[config.mk]
export PLATFORM = sky130hd
export DESIGN_NAME = dll_cmd_guard
export DESIGN_NICKNAME = d
export VERILOG_FILES = /design/src/rtl/dllg_pkg.sv /design/src/rtl/dllg_mode_state.sv /design/src/rtl/dllg_relock.sv /design/src/rtl/dllg_load_wait.sv /design/src/rtl/dll_cmd_guard.sv
export SDC_FILE = /design/constraint.sdc
export NUM_CORES = 1
export LEC_CHECK = 0
export BUFFER_PORTS_ARGS = -buffer_cell sky130_fd_sc_hd__buf_4
export CAP_MARGIN = 20
export CORE_MARGIN = 3
export CORE_UTILIZATION = 50
export CTS_CLUSTER_DIAMETER = 50
export DETAILED_ROUTE_END_ITERATION = 10
export HOLD_SLACK_MARGIN = 0.12
export PLACE_DENSITY_LB_ADDON = 0.3
export SLEW_MARGIN = 5
export SYNTH_ARGS = -nofsm -noshare
export SYNTH_HDL_FRONTEND = slang
export SYNTH_SLANG_ARGS = --single-unit
[constraint.sdc]
create_clock -name clk -period 2.35 [get_ports clk]
set_clock_uncertainty 0.1 [all_clocks]
set_input_delay 0.235 -clock clk [delete_from_list [all_inputs] [get_ports clk]]
set_output_delay 0.235 -clock clk [all_outputs]
set_load 0.01 [all_outputs]
[src/rtl/dllg_pkg.sv]
package dllg_pkg;
    typedef enum logic [2:0] {
        CMD_NOP      = 3'd0,
        CMD_READ     = 3'd1,
        CMD_WRITE    = 3'd2,
        CMD_MRS      = 3'd3,
        CMD_SR_ENTER = 3'd4,
        CMD_SR_EXIT  = 3'd5,
        CMD_ACT      = 3'd6,
        CMD_PRE      = 3'd7
    } cmd_e;

    localparam logic [1:0] BA_EXT_REG  = 2'b01;
    localparam int         DLL_OFF_BIT = 0;
    localparam int         WEAK_BIT    = 1;
    localparam int         ISO_BIT     = 2;
    localparam int         MIN_EMR_W   = 3;
endpackage

[src/rtl/dllg_mode_state.sv]
module dllg_mode_state #(
    parameter int EMR_W = 3
) (
    input  logic             clk,
    input  logic             rst_n,
    input  logic             emr_load_i,
    input  logic [EMR_W-1:0] emr_data_i,
    input  logic             sr_enter_i,
    input  logic             sr_exit_i,
    output logic [EMR_W-1:0] emr_o,
    output logic             in_sr_o,
    output logic             dll_on_o,
    output logic             sr_exit_ok_o
);
    typedef struct packed {
        logic [EMR_W-1:0] emr;
        logic             in_sr;
    } mode_st_t;

    mode_st_t st_d, st_q;

    always_comb begin
        st_d = st_q;
        if (emr_load_i) begin
            st_d.emr = emr_data_i;
        end
        if (sr_enter_i) begin
            st_d.in_sr = 1'b1;
        end else if (sr_exit_i) begin
            st_d.in_sr = 1'b0;
        end
    end

    always_ff @(posedge clk or negedge rst_n) begin
        if (!rst_n) begin
            st_q <= '0;
        end else begin
            st_q <= st_d;
        end
    end

    assign emr_o        = st_q.emr;
    assign in_sr_o      = st_q.in_sr;
    assign dll_on_o     = !st_q.emr[dllg_pkg::DLL_OFF_BIT] && !st_q.in_sr;
    assign sr_exit_ok_o = sr_exit_i && st_q.in_sr;

    assert_emr_keep_R2: assert property (@(posedge clk) disable iff (!rst_n)
        !emr_load_i |=> $stable(emr_o));
    assert_sr_dll_off_R7: assert property (@(posedge clk) disable iff (!rst_n)
        sr_enter_i |=> !dll_on_o);
endmodule

[src/rtl/dllg_relock.sv]
module dllg_relock #(
    parameter int RELOCK = 200
) (
    input  logic clk,
    input  logic rst_n,
    input  logic dll_on_i,
    input  logic sr_exit_i,
    output logic relock_done_o,
    output logic wr_hold_o
);
    localparam int CW = $clog2(RELOCK + 1);

    typedef struct packed {
        logic [CW-1:0] cnt;
        logic          wr_gate;
    } relock_st_t;

    relock_st_t st_d, st_q;

    always_comb begin
        st_d = st_q;
        if (!dll_on_i) begin
            st_d.cnt = CW'(RELOCK);
        end else if (st_q.cnt != '0) begin
            st_d.cnt = st_q.cnt - CW'(1);
        end
        if (sr_exit_i) begin
            st_d.wr_gate = 1'b1;
        end else if (st_q.cnt == '0) begin
            st_d.wr_gate = 1'b0;
        end
    end

    always_ff @(posedge clk or negedge rst_n) begin
        if (!rst_n) begin
            st_q.cnt     <= CW'(RELOCK);
            st_q.wr_gate <= 1'b0;
        end else begin
            st_q <= st_d;
        end
    end

    assign relock_done_o = (st_q.cnt == '0);
    assign wr_hold_o     = st_q.wr_gate && (st_q.cnt != '0);

    assert_no_lock_while_off_R6: assert property (@(posedge clk) disable iff (!rst_n)
        !dll_on_i |=> !relock_done_o);
    assert_exit_holds_write_R7: assert property (@(posedge clk) disable iff (!rst_n)
        sr_exit_i |=> wr_hold_o);
endmodule

[src/rtl/dllg_load_wait.sv]
module dllg_load_wait #(
    parameter int LOAD_WAIT = 2
) (
    input  logic clk,
    input  logic rst_n,
    input  logic load_i,
    output logic busy_o
);
    localparam int WW = $clog2(LOAD_WAIT + 1);

    typedef struct packed {
        logic [WW-1:0] cnt;
    } wait_st_t;

    wait_st_t st_d, st_q;

    always_comb begin
        st_d = st_q;
        if (load_i) begin
            st_d.cnt = WW'(LOAD_WAIT);
        end else if (st_q.cnt != '0) begin
            st_d.cnt = st_q.cnt - WW'(1);
        end
    end

    always_ff @(posedge clk or negedge rst_n) begin
        if (!rst_n) begin
            st_q <= '0;
        end else begin
            st_q <= st_d;
        end
    end

    assign busy_o = (st_q.cnt != '0);

    assert_busy_after_load_R4: assert property (@(posedge clk) disable iff (!rst_n)
        load_i |=> busy_o);
endmodule

[src/rtl/dll_cmd_guard.sv]
module dll_cmd_guard #(
    parameter int EMR_W     = 3,
    parameter int RELOCK    = 200,
    parameter int LOAD_WAIT = 2
) (
    input  logic             clk,
    input  logic             rst_n,
    input  logic [2:0]       cmd,
    input  logic [1:0]       ba,
    input  logic [EMR_W-1:0] mr_data,
    input  logic             banks_idle,
    output logic             rd_ready,
    output logic             wr_ready,
    output logic             mrs_busy,
    output logic             violation,
    output logic             dll_on,
    output logic [EMR_W-1:0] emr_value
);
    import dllg_pkg::*;

    typedef struct packed {
        logic viol;
    } top_st_t;

    cmd_e    cmd_c;
    logic    is_read, is_write, is_mrs, is_nop;
    logic    emr_load, sr_enter, sr_exit, sr_exit_ok;
    logic    in_sr, relock_done, wr_hold;
    top_st_t st_d, st_q;

    assign cmd_c    = cmd_e'(cmd);
    assign is_nop   = (cmd_c == CMD_NOP);
    assign is_read  = (cmd_c == CMD_READ);
    assign is_write = (cmd_c == CMD_WRITE);
    assign is_mrs   = (cmd_c == CMD_MRS);
    assign sr_enter = (cmd_c == CMD_SR_ENTER);
    assign sr_exit  = (cmd_c == CMD_SR_EXIT);
    assign emr_load = is_mrs && (ba == BA_EXT_REG);

    dllg_mode_state #(.EMR_W(EMR_W)) u_mode (
        .clk          (clk),
        .rst_n        (rst_n),
        .emr_load_i   (emr_load),
        .emr_data_i   (mr_data),
        .sr_enter_i   (sr_enter),
        .sr_exit_i    (sr_exit),
        .emr_o        (emr_value),
        .in_sr_o      (in_sr),
        .dll_on_o     (dll_on),
        .sr_exit_ok_o (sr_exit_ok)
    );

    dllg_relock #(.RELOCK(RELOCK)) u_relock (
        .clk           (clk),
        .rst_n         (rst_n),
        .dll_on_i      (dll_on),
        .sr_exit_i     (sr_exit_ok),
        .relock_done_o (relock_done),
        .wr_hold_o     (wr_hold)
    );

    dllg_load_wait #(.LOAD_WAIT(LOAD_WAIT)) u_wait (
        .clk    (clk),
        .rst_n  (rst_n),
        .load_i (is_mrs),
        .busy_o (mrs_busy)
    );

    assign rd_ready = dll_on && relock_done && !mrs_busy;
    assign wr_ready = !in_sr && !wr_hold && !mrs_busy;

    always_comb begin
        st_d = st_q;
        if ((emr_load && !banks_idle) ||
            (is_read && !rd_ready) ||
            (is_write && !wr_ready) ||
            (mrs_busy && !is_nop)) begin
            st_d.viol = 1'b1;
        end
    end

    always_ff @(posedge clk or negedge rst_n) begin
        if (!rst_n) begin
            st_q <= '0;
        end else begin
            st_q <= st_d;
        end
    end

    assign violation = st_q.viol;

    initial begin
        assert_emr_width_R1: assert (EMR_W >= MIN_EMR_W);
        assert_wait_nonzero_R4: assert (LOAD_WAIT >= 1 && RELOCK >= 1);
    end

    assert_viol_sticky_R9: assert property (@(posedge clk) disable iff (!rst_n)
        violation |=> violation);
    assert_busy_load_flag_R3: assert property (@(posedge clk) disable iff (!rst_n)
        (emr_load && !banks_idle) |=> violation);
    assert_early_read_flag_R8: assert property (@(posedge clk) disable iff (!rst_n)
        (is_read && !rd_ready) |=> violation);
    assert_read_needs_dll_R6: assert property (@(posedge clk) disable iff (!rst_n)
        rd_ready |-> (dll_on && !in_sr));
endmodule

Word level (Yosys, flattened, before mapping)
Cells that the tools add are included.
Storage, ports and cells
  register bits: 16
  bits in latches: 0
  RAM bits: 0
  memory bits (read-only): 0
  input bits: 11
  output and inout bits: 8
  memories: 0
Operators by class
  add/sub/neg operators: 2
  multiply operators: 0
  div/mod/pow operators: 0
  $lt $le $gt $ge: 0
  equality and inequality tests: 7
  shift-type cells: 0
  muxes and demuxes: 8
  bitwise logic cells: 0
  reduce and logical (&&, ||, !) cells: 30
Operators with widths (number)
  two-way mux 8 bit: 2
  logical AND 1 bit: 12
  logical NOT 1 bit: 8
  logical NOT 8 bit: 1
  nonzero test 2 bit: 4
  nonzero test 8 bit: 1
  subtractor 8 x 1 -> 8 bit, second input constant: 1
  equality test 3 x 2 -> 1 bit, second input constant: 2
  equality test 3 bit, second input constant: 2
  two-way mux 1 bit: 4
  two-way mux 2 bit: 2
  equality test 3 x 1 -> 1 bit, second input constant: 1
  logical NOT 3 bit: 1
  logical OR 1 bit: 3
  equality test 2 x 1 -> 1 bit, second input constant: 1
  != test 2 x 1 -> 1 bit, second input constant: 1
  subtractor 2 x 1 -> 2 bit, second input constant: 1

Longest topological paths before layout
  word-level depth: 9
  depth in mapped cells: 6

Cells and area by module
A second synthesis with hierarchy kept.
Second synthesis, totals
  cells, all modules: 88
  area total of the unflattened synthesis: 877.1 um^2
Modules (own cells, without submodules)
  dllg_relock: times used 1, cells each 49, area an instance 486.7 um^2, sequential area each 229.0 um^2
  dllg_mode_state: times used 1, cells each 11, area an instance 155.1 um^2, sequential area each 100.1 um^2
  dll_cmd_guard: times used 1, cells each 17, area an instance 127.6 um^2, sequential area each 25.0 um^2
  dllg_load_wait: times used 1, cells each 11, area an instance 107.6 um^2, sequential area each 50.0 um^2

Least setup slack after synthesis
OpenSTA, ideal clock, no wires.
  path kind: register to output
  start: register u_relock.st_q[1] in the netlist's numbering
  end: output port rd_ready
  data arrival time: 1.398 ns
  setup slack: 0.617 ns
  stages on the path, launching flop included: 6
  path through: dfrtp_1 inv_1 ha_1 nor2b_1 nand3b_4 nor3_1
On the way
  cells in the longest elaborated chain, start to end: 3
RTL lines
  from (decl): RTL line dllg_relock.sv:18  | relock_st_t st_d, st_q;
  from (signal assigned): RTL line dllg_relock.sv:39  | st_q <= st_d;
  logical NOT 8 bit: RTL line dllg_relock.sv:43  | assign relock_done_o = (st_q.cnt == '0);
  logical AND 1 bit (2 in series): RTL line dll_cmd_guard.sv:69  | assign rd_ready = dll_on && relock_done && !mrs_busy;
  to (decl): RTL line dll_cmd_guard.sv:12  | output logic rd_ready,
Every way passes these cells.

Worst setup path in the final report
Ends and elaborated chain as after synthesis.

==> impl_metrics.tcl <==
set metrics [dict create \
    worst_path_max_delay_cell "dfrtp_1" \
    clk_pin_slew_ps 100 \
    register_area_um2 404 \
    syn_inst 81 \
    p_total_w 0.00105 \
    path_cells "inv_1 > ha_1 > nor2b_1 > nand3b_4 > nor3_1 > buf_4" \
    slew_headroom_pct 57.8 \
    synth_edf_count 0 \
    syn_area_um2 870 \
    path_buf_inv 2 \
    io_buffers 18 \
    synthArstFlopShare_pct 100 \
    finalNetCount 124 \
    place_ws_ps 510 \
    wl_per_cell_um 14.5 \
    drive_above_1_share_pct 31.2 \
    die_w_um 47.7 \
    holdCritPathClass "primary input to register" \
    fillers 118 \
    core_area_mm2 0.00158 \
    cts_resized 0 \
    start_util_pct 55.2 \
    max-cap-violations 0 \
    grt_pass1_vias 679 \
    final_cell_mix "18 x buf_4, 13 x dfrtp_1, 9 x inv_1, 7 x dlygate4sd3_1" \
    worstPathMaxFanout 7 \
    stdcell_count 125 \
    netSwitchingFraction_pct 35.3 \
    mostFrequentLayoutCell "buf_4" \
    status "complete, no violations" \
    setup.worst_path.start "u_relock.st_q[1]" \
    grt_antenna_before_repair 0 \
    cp.required_ps 2020 \
    hold_path_end "violation" \
    worstSetupStartpointType "register" \
    grt_util_all_layers_pct 19.0 \
    diodes 0 \
    powerDensity_mw_per_mm2 930 \
    vias 722 \
    fmax_ghz 0.457 \
    finalSetupViolCount 0 \
    core.rowCount 14 \
    tightest_slew_ps 632 \
    avgSynthCellArea_um2 10.7 \
    reg2reg_to "violation" \
    drt-total-wl_um 1820 \
    cts_root_buf "clkbuf_4" \
    syn2layout_area_growth_pct 29.6 \
    rr_worst_depth 6 \
    timing.rr.start "u_relock.st_q[1]" \
    cts_tree "done" \
    rsz0062_at_grt "false" \
    p_leak_nw 0.527 \
    dp_cells 114 \
    drcViolationCount 0 \
    cts_num_sinks 16 \
    insertion_delay_ps 290 \
    htree_levels 1 \
    cts_hold_buf 7 \
    vdd.ir_drop.worst_mv 0.580 \
    multi_input_area_um2 428 \
    cell_internal_pwr_w 0.000678 \
    ff2ff_setup_slack_ps 500 \
    synth_seq_area_share_pct 46.5 \
    postCtsSetupRepairBufs 0 \
    pwr-share-comb_pct 39.4 \
    p_sw_w 0.000370 \
    die_area_mm2 0.00228 \
    pwr-share-seq_pct 42.5 \
    min_period_ps 2190 \
    max-clock-path-buffers 2 \
    drt_pass1_iterations 4 \
    min_from "banks_idle" \
    grt_max_degree 17 \
    ant_nets 0 \
    die_h_um 47.7 \
    yosys_warnings 0 \
    synth_ff_type "dfrtp_1" \
    path_depth 6 \
    place.gp.congestion 0.747 \
    drtIter0Drc 19 \
    numCtsBuffers 3 \
    timing.hold.ws_ps 157 \
    setup_slack_ps 163 \
    io-pin-count 19 \
    clkPwrFrac_pct 18.1 \
    hold_viol_final 0 \
    cpPeakStageDelay_ps 420 \
    finalSetupTns_ps 0 \
    crit_path_end_kind "output port" \
    cp_top_family "simple AND/OR/NAND/NOR gates" \
    vias_per_cell 5.78 \
    grt_first_pass_wirelength_um 2830 \
    path_class "register to output port" \
    synth_cell_type_count 36 \
    arrival_ps 1850 \
    grt_overflow 0 \
    slew_violations 0 \
    min_period_over_period_pct 93.1 \
    hpwl_um 1230 \
    ys_seq_elements 16 \
    syn_nets 95 \
    hold_path_depth 4 \
]
==> tightest hold or removal path, delay by kind of cell <==
family / cells / cell delay [ps]
AOI/OAI and AO/OA: 2 / 130
buffers and inverters: 2 / 150
==> stage by stage <==
stage	area (µm²)	util, %
2_1_floorplan	870	-
3_3_place_gp	1020	64.8
3_5_place_dp	1020	64.8
4_1_cts	1130	71.5
5_1_grt	1130	71.5
6_report	1130	71.5
==> cells by family after synthesis <==
kind of cell / after synthesis / synth area share (%)
and+or+nand+nor: 25 / 20.0
AOI/OAI and AO/OA: 18 / 15.0
DFF: 16 / 46.5
buffers and inverters: 10 / 4.32
xor gates and xnor gates: 6 / 6.04
muxes: 3 / 3.88
adders and majority gates: 3 / 4.32
==> final cells by class <==
type	instances	share of cell area, %
Multi-Input combinational cell	55	38.0
Sequential cell	16	35.8
Timing Repair Buffer	25	18.2
Clock buffer	4	3.22
Inverter	9	3.00
Tap cell	16	1.78
==> per-layer routing <==
metal	vias to the layer above	track usage, %	share of wire (%)
met5	-	0	0
met4	0	9.14	2.9
met3	6	7.14	7.1
met2	29	30.6	47
met1	341	22.1	43
li1	346	-	-
==> Yosys cell counts, drive strengths merged, types with 2 or more instances <==
| master | number | area share (%) |
|---|---|---|
| dfrtp | 13 | 37 |
| inv | 9 | 3.9 |
| nor2 | 5 | 2.2 |
| xnor2 | 5 | 5.0 |
| a21oi | 4 | 2.3 |
| a211oi | 3 | 2.6 |
| dfstp | 3 | 9.1 |
| ha | 3 | 4.3 |
| mux2 | 3 | 3.9 |
| nand2 | 3 | 1.3 |
| o21ai | 3 | 1.7 |
| or3 | 3 | 2.7 |
| and2 | 2 | 1.4 |
| nand2b | 2 | 1.4 |
| nand3b | 2 | 3.2 |
==> flip-flops by register name (all words and copies together) (netlist names) <==
| name | count |
|---|---|
| violation | 1 |
| u_mode.in_sr_o | 1 |
| u_relock.st_q | 9 |
| u_mode.emr_o | 3 |
| u_wait.st_q | 2 |
==> power by group through the flow <==
stage	clock [W]	combinational [W]	sequential, W
floorplan	0	0.000290	0.000440
global placement	0	0.000390	0.000447
detailed placement	0	0.000401	0.000450
CTS	0.000192	0.000416	0.000445
global route	0.000210	0.000459	0.000456
finish	0.000189	0.000413	0.000445
==> worst max path at each step <==
stage | to | slack [ps]
5_1_grt | rd_ready | 10
4_1_cts | rd_ready | 170
2_1_floorplan | rd_ready | 620
6_report | rd_ready | 160
3_3_place_gp | wr_ready | 550
3_5_place_dp | rd_ready | 510
Power figures use the tool's default switching activity.
